**src/rtl/dload_pkg.sv**
```systemverilog
package dload_pkg;
    localparam int DATA_W = 32;
    localparam int FLT_W  = 4;

    localparam logic [FLT_W-1:0] FLT_NONE  = 4'd0;
    localparam logic [FLT_W-1:0] FLT_ALIGN = 4'd1;

    typedef enum logic [1:0] {
        SZ_BYTE = 2'd0,
        SZ_HALF = 2'd1,
        SZ_WORD = 2'd2
    } size_e;

    typedef enum logic [1:0] {
        TGT_RB   = 2'd0,
        TGT_MAIN = 2'd1,
        TGT_MINI = 2'd2
    } tgt_e;

    typedef enum logic [3:0] {
        S_IDLE,
        S_XLATE,
        S_PROBE,
        S_FLUSH,
        S_DRAIN,
        S_FILL,
        S_MEM,
        S_RESP
    } state_e;
endpackage

```
**src/rtl/dload_align.sv**
```systemverilog
module dload_align
    import dload_pkg::*;
(
    input  logic       chk_en,
    input  logic [1:0] size,
    input  logic [1:0] addr_lo,
    output logic       misaligned
);
    always_comb begin
        misaligned = 1'b0;
        if (chk_en) begin
            if (size == SZ_HALF)
                misaligned = addr_lo[0];
            else if (size == SZ_WORD)
                misaligned = |addr_lo;
        end
    end
endmodule

```
**src/rtl/dload_lane.sv**
```systemverilog
module dload_lane
    import dload_pkg::*;
(
    input  logic [DATA_W-1:0] word,
    input  logic [1:0]        size,
    input  logic [1:0]        addr_lo,
    input  logic              big,
    output logic [DATA_W-1:0] data
);
    logic [1:0]        lane;
    logic [DATA_W-1:0] shifted;

    always_comb begin
        if (size == SZ_HALF)
            lane = {big, 1'b0} ^ {addr_lo[1], 1'b0};
        else
            lane = {big, big} ^ addr_lo;
        shifted = word >> {lane, 3'b000};
        case (size)
            SZ_BYTE: data = {24'd0, shifted[7:0]};
            SZ_HALF: data = {16'd0, shifted[15:0]};
            default: data = word;
        endcase
    end

    // narrow results are zero-extended
    always_comb begin
        if (size == SZ_BYTE)
            a_r11_byte_zext: assert (data[31:8] == 24'd0);
        if (size == SZ_HALF)
            a_r11_half_zext: assert (data[31:16] == 16'd0);
    end
endmodule

```
**src/rtl/dload_ctrl.sv**
```systemverilog
module dload_ctrl
    import dload_pkg::*;
#(
    parameter int               AW     = 32,
    parameter logic [AW-1:0]    WIN_LO = 32'hE000_0000,
    parameter logic [AW-1:0]    WIN_HI = 32'hE800_0000
) (
    input  logic              clk,
    input  logic              rst_n,
    input  logic              req_valid,
    output logic              req_ready,
    input  logic [AW-1:0]     req_addr,
    input  logic [1:0]        req_size,
    input  logic              mmu_en,
    input  logic              align_en,
    input  logic              dcache_en,
    input  logic              big_end,
    output logic              xl_req,
    output logic [AW-1:0]     xl_va,
    input  logic              xl_ack,
    input  logic [FLT_W-1:0]  xl_fault,
    input  logic [AW-1:0]     xl_pa,
    input  logic              xl_cacheable,
    input  logic              xl_bufferable,
    output logic              probe_req,
    output logic [1:0]        probe_tgt,
    output logic [AW-1:0]     probe_va,
    input  logic              probe_ack,
    input  logic              probe_hit,
    input  logic [FLT_W-1:0]  probe_fault,
    input  logic [DATA_W-1:0] probe_data,
    output logic              flush_req,
    output logic              flush_to_main,
    output logic [AW-1:0]     flush_pa,
    input  logic              flush_ack,
    output logic              drain_req,
    input  logic              drain_ack,
    output logic              fill_req,
    output logic              fill_to_main,
    output logic [AW-1:0]     fill_va,
    output logic [AW-1:0]     fill_pa,
    input  logic              fill_ack,
    input  logic [DATA_W-1:0] fill_data,
    output logic              mem_req,
    output logic [AW-1:0]     mem_addr,
    output logic [1:0]        mem_size,
    input  logic              mem_ack,
    input  logic [DATA_W-1:0] mem_data,
    output logic              rsp_valid,
    output logic [FLT_W-1:0]  rsp_fault,
    output logic [DATA_W-1:0] rsp_data
);
    localparam int HI = AW - 2;

    typedef struct packed {
        state_e             st;
        logic [AW-1:0]      va;
        logic [1:0]         size;
        logic               big;
        logic               mmu;
        logic               dce;
        logic [AW-1:0]      pa;
        logic               c;
        logic               b;
        tgt_e               tgt;
        logic [FLT_W-1:0]   flt;
        logic [DATA_W-1:0]  data;
    } ctx_t;

    ctx_t ctx_d, ctx_q;

    logic              req_misaligned;
    logic [DATA_W-1:0] lane_word;
    logic [DATA_W-1:0] lane_data;
    logic              in_window;
    logic [1:0]        mem_lo;

    dload_align u_align (
        .chk_en     (align_en),
        .size       (req_size),
        .addr_lo    (req_addr[1:0]),
        .misaligned (req_misaligned)
    );

    assign lane_word = (ctx_q.st == S_FILL) ? fill_data : probe_data;

    dload_lane u_lane (
        .word    (lane_word),
        .size    (ctx_q.size),
        .addr_lo (ctx_q.va[1:0]),
        .big     (ctx_q.big),
        .data    (lane_data)
    );

    assign in_window = (ctx_q.pa >= WIN_LO) && (ctx_q.pa < WIN_HI);

    always_comb begin
        case (ctx_q.size)
            SZ_BYTE: mem_lo = ctx_q.va[1:0];
            SZ_HALF: mem_lo = {ctx_q.va[1], 1'b0};
            default: mem_lo = 2'b00;
        endcase
    end

    // next-state process
    always_comb begin
        ctx_d = ctx_q;
        case (ctx_q.st)
            S_IDLE: begin
                if (req_valid) begin
                    ctx_d.va   = req_addr;
                    ctx_d.size = req_size;
                    ctx_d.big  = big_end;
                    ctx_d.mmu  = mmu_en;
                    ctx_d.dce  = dcache_en;
                    ctx_d.flt  = FLT_NONE;
                    ctx_d.data = '0;
                    ctx_d.c    = 1'b0;
                    ctx_d.b    = 1'b0;
                    ctx_d.tgt  = TGT_RB;
                    if (!mmu_en)
                        ctx_d.st = S_MEM;
                    else if (req_misaligned) begin
                        ctx_d.flt = FLT_ALIGN;
                        ctx_d.st  = S_RESP;
                    end else
                        ctx_d.st = S_XLATE;
                end
            end
            S_XLATE: begin
                if (xl_ack) begin
                    if (xl_fault != FLT_NONE) begin
                        ctx_d.flt = xl_fault;
                        ctx_d.st  = S_RESP;
                    end else begin
                        ctx_d.pa  = xl_pa;
                        ctx_d.c   = xl_cacheable;
                        ctx_d.b   = xl_bufferable;
                        ctx_d.tgt = TGT_RB;
                        ctx_d.st  = S_PROBE;
                    end
                end
            end
            S_PROBE: begin
                if (probe_ack) begin
                    if (probe_hit) begin
                        if (ctx_q.tgt == TGT_RB && probe_fault != FLT_NONE)
                            ctx_d.flt = probe_fault;
                        else
                            ctx_d.data = lane_data;
                        ctx_d.st = S_RESP;
                    end else if (ctx_q.tgt != TGT_MINI) begin
                        ctx_d.tgt = tgt_e'(ctx_q.tgt + 2'd1);
                    end else if (in_window) begin
                        ctx_d.st = ctx_q.c ? S_FLUSH : S_RESP;
                    end else if (ctx_q.b) begin
                        ctx_d.st = S_DRAIN;
                    end else begin
                        ctx_d.st = (ctx_q.c && ctx_q.dce) ? S_FILL : S_MEM;
                    end
                end
            end
            S_FLUSH: begin
                if (flush_ack)
                    ctx_d.st = S_RESP;
            end
            S_DRAIN: begin
                if (drain_ack)
                    ctx_d.st = (ctx_q.c && ctx_q.dce) ? S_FILL : S_MEM;
            end
            S_FILL: begin
                if (fill_ack) begin
                    ctx_d.data = lane_data;
                    ctx_d.st   = S_RESP;
                end
            end
            S_MEM: begin
                if (mem_ack) begin
                    ctx_d.data = mem_data;
                    ctx_d.st   = S_RESP;
                end
            end
            S_RESP: begin
                ctx_d.st = S_IDLE;
            end
            default: ctx_d.st = S_IDLE;
        endcase
    end

    // state register
    always_ff @(posedge clk or negedge rst_n) begin
        if (!rst_n) begin
            ctx_q     <= '0;
            ctx_q.st  <= S_IDLE;
            ctx_q.tgt <= TGT_RB;
        end else begin
            ctx_q <= ctx_d;
        end
    end

    // outputs
    assign req_ready     = (ctx_q.st == S_IDLE);
    assign xl_req        = (ctx_q.st == S_XLATE);
    assign xl_va         = {ctx_q.va[AW-1:2], 2'b00};
    assign probe_req     = (ctx_q.st == S_PROBE);
    assign probe_tgt     = ctx_q.tgt;
    assign probe_va      = {ctx_q.va[AW-1:2], 2'b00};
    assign flush_req     = (ctx_q.st == S_FLUSH);
    assign flush_to_main = ctx_q.b;
    assign flush_pa      = ctx_q.pa;
    assign drain_req     = (ctx_q.st == S_DRAIN);
    assign fill_req      = (ctx_q.st == S_FILL);
    assign fill_to_main  = ctx_q.b;
    assign fill_va       = {ctx_q.va[AW-1:2], 2'b00};
    assign fill_pa       = {ctx_q.pa[AW-1:2], 2'b00};
    assign mem_req       = (ctx_q.st == S_MEM);
    assign mem_addr      = ctx_q.mmu ? {ctx_q.pa[HI+1:2], mem_lo} : ctx_q.va;
    assign mem_size      = ctx_q.size;
    assign rsp_valid     = (ctx_q.st == S_RESP);
    assign rsp_fault     = ctx_q.flt;
    assign rsp_data      = ctx_q.data;

    // drain tracker used only by the ordering assertion
    logic drained_q;
    always_ff @(posedge clk or negedge rst_n) begin
        if (!rst_n)
            drained_q <= 1'b0;
        else if (rsp_valid)
            drained_q <= 1'b0;
        else if (drain_req && drain_ack)
            drained_q <= 1'b1;
    end

    a_r12_one_pulse: assert property (@(posedge clk) disable iff (!rst_n)
        rsp_valid |=> !rsp_valid);

    a_r3_one_port: assert property (@(posedge clk) disable iff (!rst_n)
        $onehot0({xl_req, probe_req, flush_req, drain_req, fill_req, mem_req}));

    a_r5_rb_then_main: assert property (@(posedge clk) disable iff (!rst_n)
        (probe_req && probe_ack && !probe_hit && probe_tgt == TGT_RB)
        |=> (probe_req && probe_tgt == TGT_MAIN));

    a_r5_main_then_mini: assert property (@(posedge clk) disable iff (!rst_n)
        (probe_req && probe_ack && !probe_hit && probe_tgt == TGT_MAIN)
        |=> (probe_req && probe_tgt == TGT_MINI));

    a_r6_fault_no_data: assert property (@(posedge clk) disable iff (!rst_n)
        (rsp_valid && rsp_fault != FLT_NONE) |-> (rsp_data == '0));

    a_r8_drain_first: assert property (@(posedge clk) disable iff (!rst_n)
        ((fill_req || mem_req) && ctx_q.mmu && ctx_q.b) |-> drained_q);

    a_r4_xl_held: assert property (@(posedge clk) disable iff (!rst_n)
        (xl_req && !xl_ack) |=> (xl_req && $stable(xl_va)));
endmodule

```
**config.mk**
```make
export PLATFORM = sky130hd
export DESIGN_NAME = dload_ctrl
export DESIGN_NICKNAME = d
export VERILOG_FILES = /design/src/rtl/dload_pkg.sv /design/src/rtl/dload_align.sv /design/src/rtl/dload_lane.sv /design/src/rtl/dload_ctrl.sv
export SDC_FILE = /design/constraint.sdc
export NUM_CORES = 1
export LEC_CHECK = 0
export ABC_AREA = 1
export BUFFER_PORTS_ARGS = -buffer_cell sky130_fd_sc_hd__buf_4
export CORE_AREA = 5 5 164 166
export CTS_BUF_LIST = sky130_fd_sc_hd__clkbuf_16
export CTS_CLUSTER_SIZE = 12
export DETAILED_ROUTE_END_ITERATION = 6
export DIE_AREA = 0 0 169 171
export PLACE_DENSITY = 0.7
export SYNTH_ARGS = -nofsm -noshare
export SYNTH_HDL_FRONTEND = slang
export SYNTH_SLANG_ARGS = --single-unit
```
**constraint.sdc**
```tcl
create_clock -name clk -period 2.25 [get_ports clk]
set_clock_uncertainty 0.15 [all_clocks]
set_input_delay 0.3375 -clock clk [delete_from_list [all_inputs] [get_ports clk]]
set_output_delay 0.3375 -clock clk [all_outputs]
set_load 0.01 [all_outputs]
```
==> impl_metrics.toml, run 1 <==
[run_status]
outcome = "complete, no violations"

[worst_setup_path]
critPathCaptureType = "output port"
path_buf_inv = 3
crit_type = "flop to output port"
cpLargestDelayFamily = "flip-flops"
crit_slowest_cell = "dfrtp_1"
cp_slowest_stage_delay_ns = 0.50
crit_chain = "inv_2, nand2_1, nor2_4, buf_12, buf_4"
cp.required_ns = 1.76
arrival_ns = 1.68
cp-start-kind = "flop"
worst-path-max-fanout = 33

[cts]
path_clk_slew_ns = 0.08
cts_max_level = 3
insertion_delay_ns = 0.35
cts_num_sinks = 112
cts_buffers = 9
cts_buffer_depth = 2
cts_tree = "yes"
root_buffer = "clkbuf_16"
cts_setup_buffers = 0

[worst_hold_path]
min_path_type = "primary input to flop"

[synthesis]
ys.flop_type = "dfrtp_1"
synth_common_cells = "462 x nand2_1, 205 x buf_4, 112 x dfrtp_1"
async_flop_share_pct = 100
synth_cell_types = 31
yosys.area.top_type = "dfrtp_1"
synth-edff-count = 0
syn-cell-area_um2 = 7950
yosysSeqAreaShare_pct = 35.2
netlist.area_leader.share_pct = 35.2
synth_area_leaders = "dfrtp_1 35%, nand2_1 22%, buf_4 19%"
ys_warn_count = 0
avgSynthCellArea_um2 = 7.16
ys_ff_latch = 112
syn_inst = 1111
post-synth-top-count-cell = "nand2_1"

[placed_design]
gp_congestion = 0.876
placed_area_um2 = 10000
place_inst = 1644
io_buffers = 419
post-dp-hpwl_um = 22400

[power]
p_clk_share_pct = 11.2
power.internal_mw = 7.32
power_frac_seq_pct = 25.8
swShare_pct = 48.1
p_per_area_nw_per_um2 = 1370
combPwrFrac_pct = 62.9
finalPower_mw = 14.1
leakagePower_nw = 5.86
p_switching_mw = 6.79
peakVddDrop_mv = 0.986

[floorplanning]
core-area_um2 = 25500
die_width_um = 169
start_util_pct = 31.2
dieArea_um2 = 28900
die_y_um = 171
ioPinCount = 428
rows = 59

[final_layout]
finalNonFillerCells = 1661
diodes = 0
nNetsFinal = 1509
fin_area_um2 = 10300
utilization_pct = 40.6
syn2layout_area_growth_pct = 29.9
layout-drive-gt1-share_pct = 37.9

[route]
wl_per_cell_um = 17.2
detail-route-antenna-nets = 0
wirelength_um = 28600
vias = 7828
drc = 0
drt-initial-drc-count = 551
viasPerCell = 4.71
firstDrtPassIters = 5

[sta]
rsz0062_at_grt = "no"
fmax_ghz = 0.461
setup_viol = 0
min_period_ns = 2.17
finalMaxSlewViolations = 0
worstMarginPinSlew_ns = 0.700
hold_violations = 0
relSlewSlack_pct = 53.3
timing.final.crit_share_pct = 96.5
setup_tns_ns = 0

[global_routing]
grt_overflow = 0
grt_first_pass_wirelength_um = 42600
grt_max_degree = 113
grt_pass1_vias = 7320
grt_usage_pct = 18.6
antenna_found_initial = 0

[job]
drv_cap = 0
[registers in the layout, summed over array words and instances, names as in the netlist]
register and cells:
probe_tgt 2, ctx_q 9, fill_va 30, flush_pa 32
fill_to_main 1, rsp_fault 4, mem_size 2, rsp_data 32
[final cells by class]
type / instances / area, um2
Fill cell: 2624 / 15100
Timing Repair Buffer: 441 / 3360
Multi-Input combinational cell: 713 / 3300
Sequential cell: 112 / 2800
Tap cell: 335 / 419
Clock buffer: 9 / 225
Inverter: 44 / 165
Clock inverter: 7 / 52.6
[timing repair]
action | 4_1_cts | 5_1_grt
hold buffers | 1 | 0
endpoints found under the setup margin | 1 | 1
gates resized for setup | 3 | 2
hold endpoints to repair | 112 | 0
[power groups by stage]
stage,Combinational [mW],Sequential (mW),Clock (mW)
6_report,8.87,3.65,1.59
5_1_grt,9.76,3.76,1.72
4_1_cts,8.89,3.64,1.65
3_5_place_dp,8.84,3.67,0
3_3_place_gp,8.72,3.65,0
2_1_floorplan,6.66,3.31,0
[cells by family after synthesis]
| family | after synthesis | synth area share (%) |
|---|---|---|
| other | 1 | 0.0472 |
| flip-flops | 112 | 35.2 |
| XOR/XNOR | 1 | 0.110 |
| adder cells (fa/ha/maj) | 2 | 0.315 |
| multiplexers | 29 | 4.11 |
| buffers and inverters | 293 | 23.8 |
| AND/OR/NAND/NOR | 594 | 30.3 |
| AO/OA/AOI/OAI | 79 | 6.09 |
[placed cells by master, fill, tap and decap left out, types with 10 or more instances in the layout]
| master | count |
|---|---|
| nand3_1 | 52 |
| o21ai_1 | 16 |
| mux2_2 | 29 |
| o21ai_0 | 21 |
| a21boi_1 | 10 |
| nor2_1 | 37 |
| inv_1 | 37 |
| a22oi_1 | 21 |
| dfrtp_1 | 112 |
| nand4_1 | 28 |
| nand2_1 | 462 |
| buf_4 | 436 |
[metal layers]
layer	share of wire, %	global-route usage [%]	up-vias	wire [um]
li1	-	-	3729	-
met1	40	23.1	3695	11300
met2	50	32.9	364	14400
met3	8.4	3.70	40	2400
met4	1.7	5.53	0	480
met5	0	0	-	0
[path summary, 6_finish.rpt]
path                       cells after the start      endpoint  slack, ns    startpoint
setup reg to reg                               6   flush_pa[9]       0.20    ctx_q[111]
hold / removal                                 3    fill_va[5]       0.03   req_addr[5]
setup / recovery                               5       mem_req       0.08    ctx_q[109]
min in group asynchronous                      3   fill_va[13]       0.45         rst_n
max in group asynchronous                      3   flush_pa[5]       1.03         rst_n
hold reg to reg                                2  rsp_data[14]       0.34  rsp_data[14]
[worst reg2reg max path: stages, from the launching register on]
cell and delay [ns]:
dfrtp_1 0.48, nor2_2 0.23, nand2_2 0.16, nor2_2 0.22
nand2_2 0.06, buf_4 0.26, mux2_2 0.38
[per-stage QoR]
| stage | hold WS, ns | worst slack [ns] |
|---|---|---|
| 2_1_floorplan | -0.108 | 0.507 |
| 3_3_place_gp | 0.319 | 0.266 |
| 3_5_place_dp | 0.321 | 0.221 |
| 4_1_cts | 0.00370 | 0.0306 |
| 5_1_grt | 0.0106 | 0.0213 |
| 6_report | 0.0263 | 0.0794 |
No activity file was read; power rests on OpenSTA's default activity.
==> run 2, diff against run 1 <==
--- a/config.mk
+++ b/config.mk
@@ -12,7 +12,8 @@
 export CTS_CLUSTER_SIZE = 12
 export DETAILED_ROUTE_END_ITERATION = 6
 export DIE_AREA = 0 0 169 171
-export PLACE_DENSITY = 0.7
+export PLACE_DENSITY = 0.73
 export SYNTH_ARGS = -nofsm -noshare
 export SYNTH_HDL_FRONTEND = slang
+export SYNTH_HIERARCHICAL = 1
 export SYNTH_SLANG_ARGS = --single-unit
==> impl_metrics.toml, run 2 <==
[run_status]
outcome = "complete, no violations"

[global_routing]
use_met3_pct = 4.23
grt_overflow = 0
grt_usage_pct = 21.3
grt.busiest_layer = "met2"
grt_use_met2_pct = 34.9
grt_max_degree = 61
antenna_found_initial = 0
grt_pass1_vias = 8367
met1_usage_pct = 28.9
grt_first_pass_wirelength_um = 48800

[worst_setup_path]
crit_type = "flop to output port"
arrival_ns = 1.65
worst-path-max-fanout = 17
critPathCaptureType = "output port"
r2r_slack_ns = 0.26
cp.required_ns = 1.76
reg2reg_to = "rsp_data[8]"
r2r.worst_path.cells = 14
cp-start-kind = "flop"
r2r_start = "ctx_q[110]"

[route]
viasPerCell = 4.75
wirelength_um = 33000
firstDrtPassIters = 5
detail-route-antenna-nets = 0
wl_per_cell_um = 17.6
vias = 8911
drc = 0
drt-initial-drc-count = 725

[floorplanning]
die_width_um = 169
core-area_um2 = 25500
ioPinCount = 428
start_util_pct = 33.9
rows = 59
dieArea_um2 = 28900
die_y_um = 171

[sta]
holdWs_ns = 0.0139
setup_viol = 0
fmax_ghz = 0.467
finalMaxSlewViolations = 0
rsz0062_at_grt = "no"
hold_violations = 0
timing.final.crit_share_pct = 95.1
relSlewSlack_pct = 59.4
setup_tns_ns = 0
min_period_ns = 2.14
worstMarginPinSlew_ns = 0.607

[cts]
path_clk_slew_ns = 0.09
cts_buffer_depth = 2
cts_tree = "yes"
insertion_delay_ns = 0.37
cts_buffers = 9
cts_max_level = 3
root_buffer = "clkbuf_16"
cts_num_sinks = 112

[worst_hold_path]
hold_end = "fill_va[27]"
min_path_type = "primary input to flop"
hold_start = "req_addr[27]"
hold_depth = 3

[synthesis]
synth_area_leaders = "dfrtp_1 32%, nand2_1 29%, buf_4 18%"
avgSynthCellArea_um2 = 6.53
synth_common_cells = "675 x nand2_1, 206 x buf_4, 112 x dfrtp_1"
ys.flop_type = "dfrtp_1"
netlist.area_leader.share_pct = 32.5
synth_cell_types = 33
syn_inst = 1321
post-synth-top-count-cell = "nand2_1"
synth-xor-area-share_pct = 0
syn-cell-area_um2 = 8630
async_flop_share_pct = 100
yosys.area.top_type = "dfrtp_1"
synth_fa_ha_area_share_pct = 0.290
synth-edff-count = 0
synth_top_family_by_area = "simple AND/OR/NAND/NOR gates"
ys_ff_latch = 112
yosysSeqAreaShare_pct = 32.5
yosys.area_share.simple_pct = 41.6
ys_warn_count = 6
synth-compound-area-share_pct = 1.45
synthMuxAreaShare_pct = 0

[placed_design]
post-dp-hpwl_um = 25200
placed_area_um2 = 10700
io_buffers = 419
gp_congestion = 0.911

[power]
p_per_area_nw_per_um2 = 1390
finalPower_mw = 15.4
peakVddDrop_mv = 0.699
leakagePower_nw = 6.64

[final_layout]
diodes = 0
fillers = 2667
syn2layout_area_growth_pct = 28.4
fin_area_um2 = 11100
nNetsFinal = 1724
layout_commonest_cell = "nand2_1"
layout_common_cells = "675 x nand2_1, 448 x buf_4, 112 x dfrtp_1, 107 x nand3_1, 45 x inv_1"
seq_area_um2 = 2800
layout-drive-gt1-share_pct = 32.3
multiInputGateArea_um2 = 3780

[job]
drv_cap = 0
run 2: cell count changes after synthesis, sizes merged, moves of 7 or more:
| cell | delta |
|---|---|
| a22oi | -21 |
| buf | +17 |
| mux2 | -29 |
| inv | +7 |
| a21boi | -12 |
| o21ai | -25 |
| nand2 | +215 |
| nand3 | +64 |
run 2: report_power, final:
group	total (mW)	switching, mW	internal (mW)
Combinational	10.1	5.94	4.13
Sequential	3.65	0.890	2.76
Clock	1.70	0.903	0.797
Total	15.4	7.73	7.69
run 2: routing by layer:
| layer | wire length [um] | share of wire [%] |
|---|---|---|
| met1 | 13700 | 42 |
| met2 | 15800 | 48 |
| met3 | 2790 | 8.5 |
| met4 | 628 | 1.9 |
| met5 | 0 | 0 |
run 2: final cells by class:
class | instances | area share (%)
timing repair buffer | 462 | 32.3
tap | 335 | 3.78
clock inverter | 7 | 0.711
multi-input combinational | 900 | 34.1
clock buffer | 9 | 2.03
inverter | 51 | 1.79
sequential | 112 | 25.3
run 2: critical path, stage by stage, from the launching register on:
cell	delay [ns]
dfrtp_1	0.41
buf_4	0.18
inv_2	0.11
nand3_1	0.17
inv_2	0.12
buf_12	0.16
buf_4	0.13
run 2: cell families (layout without fill, tap and decap cells):
kind of cell / count (synthesis) / after routing
AND/OR/NAND/NOR: 866 / 866
other: 1 / 8
flip-flops: 112 / 112
AO/OA/AOI/OAI: 24 / 24
buffers and inverters: 316 / 529
adder cells (fa/ha/maj): 2 / 2
run 2: per-stage QoR:
step | utilization, % | setup slack (ns) | std cells
detailed placement | 41.9 | 0.288 | 1851
floorplan | - | 0.249 | 1328
finish | 43.5 | 0.110 | 1876
global route | 43.5 | 0.00864 | 1876
global placement | 41.9 | 0.308 | 1851
CTS | 43.4 | 0.0454 | 1874
run 2: how the worst max path moves through the flow:
stage                    start      endpoint  slack (ns)  cells after the start
floorplan           ctx_q[110]  rsp_data[13]        0.25                     15
global placement    ctx_q[110]   rsp_data[8]        0.31                     14
detailed placement  ctx_q[111]  rsp_fault[0]        0.29                      7
CTS                 ctx_q[109]       mem_req        0.05                      6
global route        ctx_q[109]       mem_req       0.009                      6
finish              ctx_q[109]       mem_req        0.11                      6
run 2: timing repair:
item                       4_1_cts  5_1_grt
setup endpoints to repair        0        1
gates resized for setup          0        1
hold endpoints to repair        18        0
buffers inserted                 0        1
hold buffers                     7        0
==> run 3, diff against run 2 <==
--- a/config.mk
+++ b/config.mk
@@ -5,14 +5,13 @@
 export SDC_FILE = /design/constraint.sdc
 export NUM_CORES = 1
 export LEC_CHECK = 0
-export ABC_AREA = 1
 export BUFFER_PORTS_ARGS = -buffer_cell sky130_fd_sc_hd__buf_4
-export CORE_AREA = 5 5 164 166
+export CORE_AREA = 5 5 165 167
 export CTS_BUF_LIST = sky130_fd_sc_hd__clkbuf_16
 export CTS_CLUSTER_SIZE = 12
 export DETAILED_ROUTE_END_ITERATION = 6
-export DIE_AREA = 0 0 169 171
-export PLACE_DENSITY = 0.73
+export DIE_AREA = 0 0 170 172
+export PLACE_DENSITY = 0.7
 export SYNTH_ARGS = -nofsm -noshare
 export SYNTH_HDL_FRONTEND = slang
 export SYNTH_HIERARCHICAL = 1
==> impl_metrics.toml, run 3 <==
[worst_hold_path]
min_path_type = "primary input to flop"
hold_start = "req_addr[21]"
hold_depth = 2
hold_end = "fill_va[21]"

[cts]
cts_tree = "yes"
path_clk_slew_ns = 0.09
cts_num_sinks = 112
cts_buffers = 9
cts_max_level = 3
cts_buffer_depth = 2
insertion_delay_ns = 0.36
root_buffer = "clkbuf_16"

[global_routing]
antenna_found_initial = 0
grt_max_degree = 50
grt_overflow = 0
grt_pass1_vias = 6388
grt_first_pass_wirelength_um = 40600
grt_usage_pct = 18.1

[floorplanning]
core-area_um2 = 25600
dieArea_um2 = 29200
start_util_pct = 31.8
ioPinCount = 428
rows = 59
die_width_um = 170
die_y_um = 172

[placed_design]
post-dp-hpwl_um = 22200
gp_congestion = 0.942
place_inst = 1286
io_buffers = 419
placed_area_um2 = 10400

[route]
drt-initial-drc-count = 361
wirelength_um = 28100
detail-route-antenna-nets = 0
drc = 0
vias = 6263
viasPerCell = 4.80
firstDrtPassIters = 5
wl_per_cell_um = 21.6

[worst_setup_path]
crit_type = "flop to output port"
worst-path-max-fanout = 33
critPathCaptureType = "output port"
arrival_ns = 1.73
cp.required_ns = 1.76
reg2reg_to = "rsp_data[15]"
r2r_slack_ns = 0.05
cp-start-kind = "flop"
r2r.worst_path.cells = 9
r2r_start = "ctx_q[111]"

[sta]
min_period_ns = 2.21
rsz0062_at_grt = "yes"
hold_violations = 0
setup_tns_ns = 0
timing.final.crit_share_pct = 98.4
fmax_ghz = 0.452
setup_viol = 0
worstMarginPinSlew_ns = 0.605
finalMaxSlewViolations = 0
relSlewSlack_pct = 59.6

[synthesis]
post-synth-top-count-cell = "buf_4"
avgSynthCellArea_um2 = 11.1
syn-cell-area_um2 = 8150
ys_warn_count = 6
yosys.area.top_type = "dfrtp_1"
yosysSeqAreaShare_pct = 34.4
syn_inst = 736
netlist.area_leader.share_pct = 34.4
synth_area_leaders = "dfrtp_1 34%, buf_4 19%, mux2_2 15%"
async_flop_share_pct = 100
synth_cell_types = 55
synth_common_cells = "205 x buf_4, 112 x dfrtp_1, 107 x mux2_2"
ys.flop_type = "dfrtp_1"
synth-edff-count = 0
ys_ff_latch = 112

[final_layout]
syn2layout_area_growth_pct = 31.4
nNetsFinal = 1153
fin_area_um2 = 10700
layout_common_cells = "437 x buf_4, 109 x dfrtp_1, 99 x mux2_2, 68 x mux2_4, 35 x a22o_1"
diodes = 0
layout_commonest_cell = "buf_4"
finalNonFillerCells = 1304
layout-drive-gt1-share_pct = 67.4

[job]
drv_cap = 0

[power]
leakagePower_nw = 5.53
peakVddDrop_mv = 0.944
p_per_area_nw_per_um2 = 1400

[run_status]
outcome = "complete, no violations"
-- run 3: changes by cell type in the layout (fill, tap and decap cells not counted), moves of 10 or more --
cell     before  now
nand2_1     675   20
and2_1        1   18
mux2_2        0   99
inv_1        45    6
buf_4       448  437
o21ai_1       3   20
a22o_1        0   35
nand3_1     107    2
mux2_4        0   68
nor2_1       32   19
nand3_2      10    0
nand4_1      27    1
-- run 3: what timing repair did --
item	in CTS	in global routing
setup endpoints to repair	1	15
hold buffers	1	0
resized for setup	1	10
gates cloned	0	0
pin swaps	0	2
setup buffers	0	2
endpoints found under the hold margin	24	0
-- run 3: worst max path at each step --
stage | from | to | slack [ns] | cells after the start
global placement | ctx_q[78] | rsp_data[3] | 0.06 | 6
finish | ctx_q[109] | mem_req | 0.04 | 5
global route | ctx_q[110] | rsp_data[4] | -0.05 | 9
floorplan | ctx_q[111] | rsp_data[2] | 0.02 | 10
CTS | ctx_q[109] | mem_req | 0.0009 | 5
detailed placement | ctx_q[78] | rsp_data[4] | 0.02 | 6
-- run 3: kinds of logic after synthesis --
family,share of synthesized area (%)
compound gates,10.3
xor+xnor,0.645
fa+ha+maj,0.307
buf+inv,21.8
flops,34.4
mux,26.4
other cells,0.0460
simple gates,6.20
-- run 3: area by class of cell --
cell class | instances | area [um2]
clock buffer | 9 | 225
timing repair buffer | 449 | 3500
tap | 335 | 419
multi-input combinational | 385 | 3670
sequential | 112 | 2810
clock inverter | 6 | 57.6
inverter | 8 | 36.3
fill | 2447 | 14900
-- run 3: power breakdown --
| part | internal, mW | switching [mW] |
|---|---|---|
| registers | 2.75 | 0.988 |
| logic | 5.23 | 4.37 |
| clock network | 0.780 | 0.864 |
-- run 3: metrics by stage --
step / total power [mW] / hold slack [ns] / util (%) / worst slack, ns
final: 15.0 / 0.0445 / 41.8 / 0.0370
after detailed placement: 13.2 / 0.155 / 40.5 / 0.0247
after global routing: 15.8 / 0.0343 / 41.8 / -0.0486
after CTS: 15.0 / 0.0307 / 41.7 / 0.000895
after global placement: 13.1 / 0.159 / 40.5 / 0.0622
after floorplan: 10.7 / -0.108 / - / 0.0208
-- run 3: per-layer routing --
metal / wire [um] / part of all wire, % / GRT usage, % / vias up
met5: 0 / 0 / 0 / -
met4: 833 / 3.0 / 6.49 / 0
met3: 1740 / 6.2 / 3.66 / 37
met2: 13500 / 48 / 28.6 / 260
met1: 12000 / 43 / 24.7 / 3124
li1: - / - / - / 2842
-- run 3: critical path, cell delays in order, from the launching register on --
cell,delay (ns)
dfrtp_1,0.41
buf_4,0.23
inv_6,0.12
and3_1,0.22
buf_12,0.21
buf_4,0.15
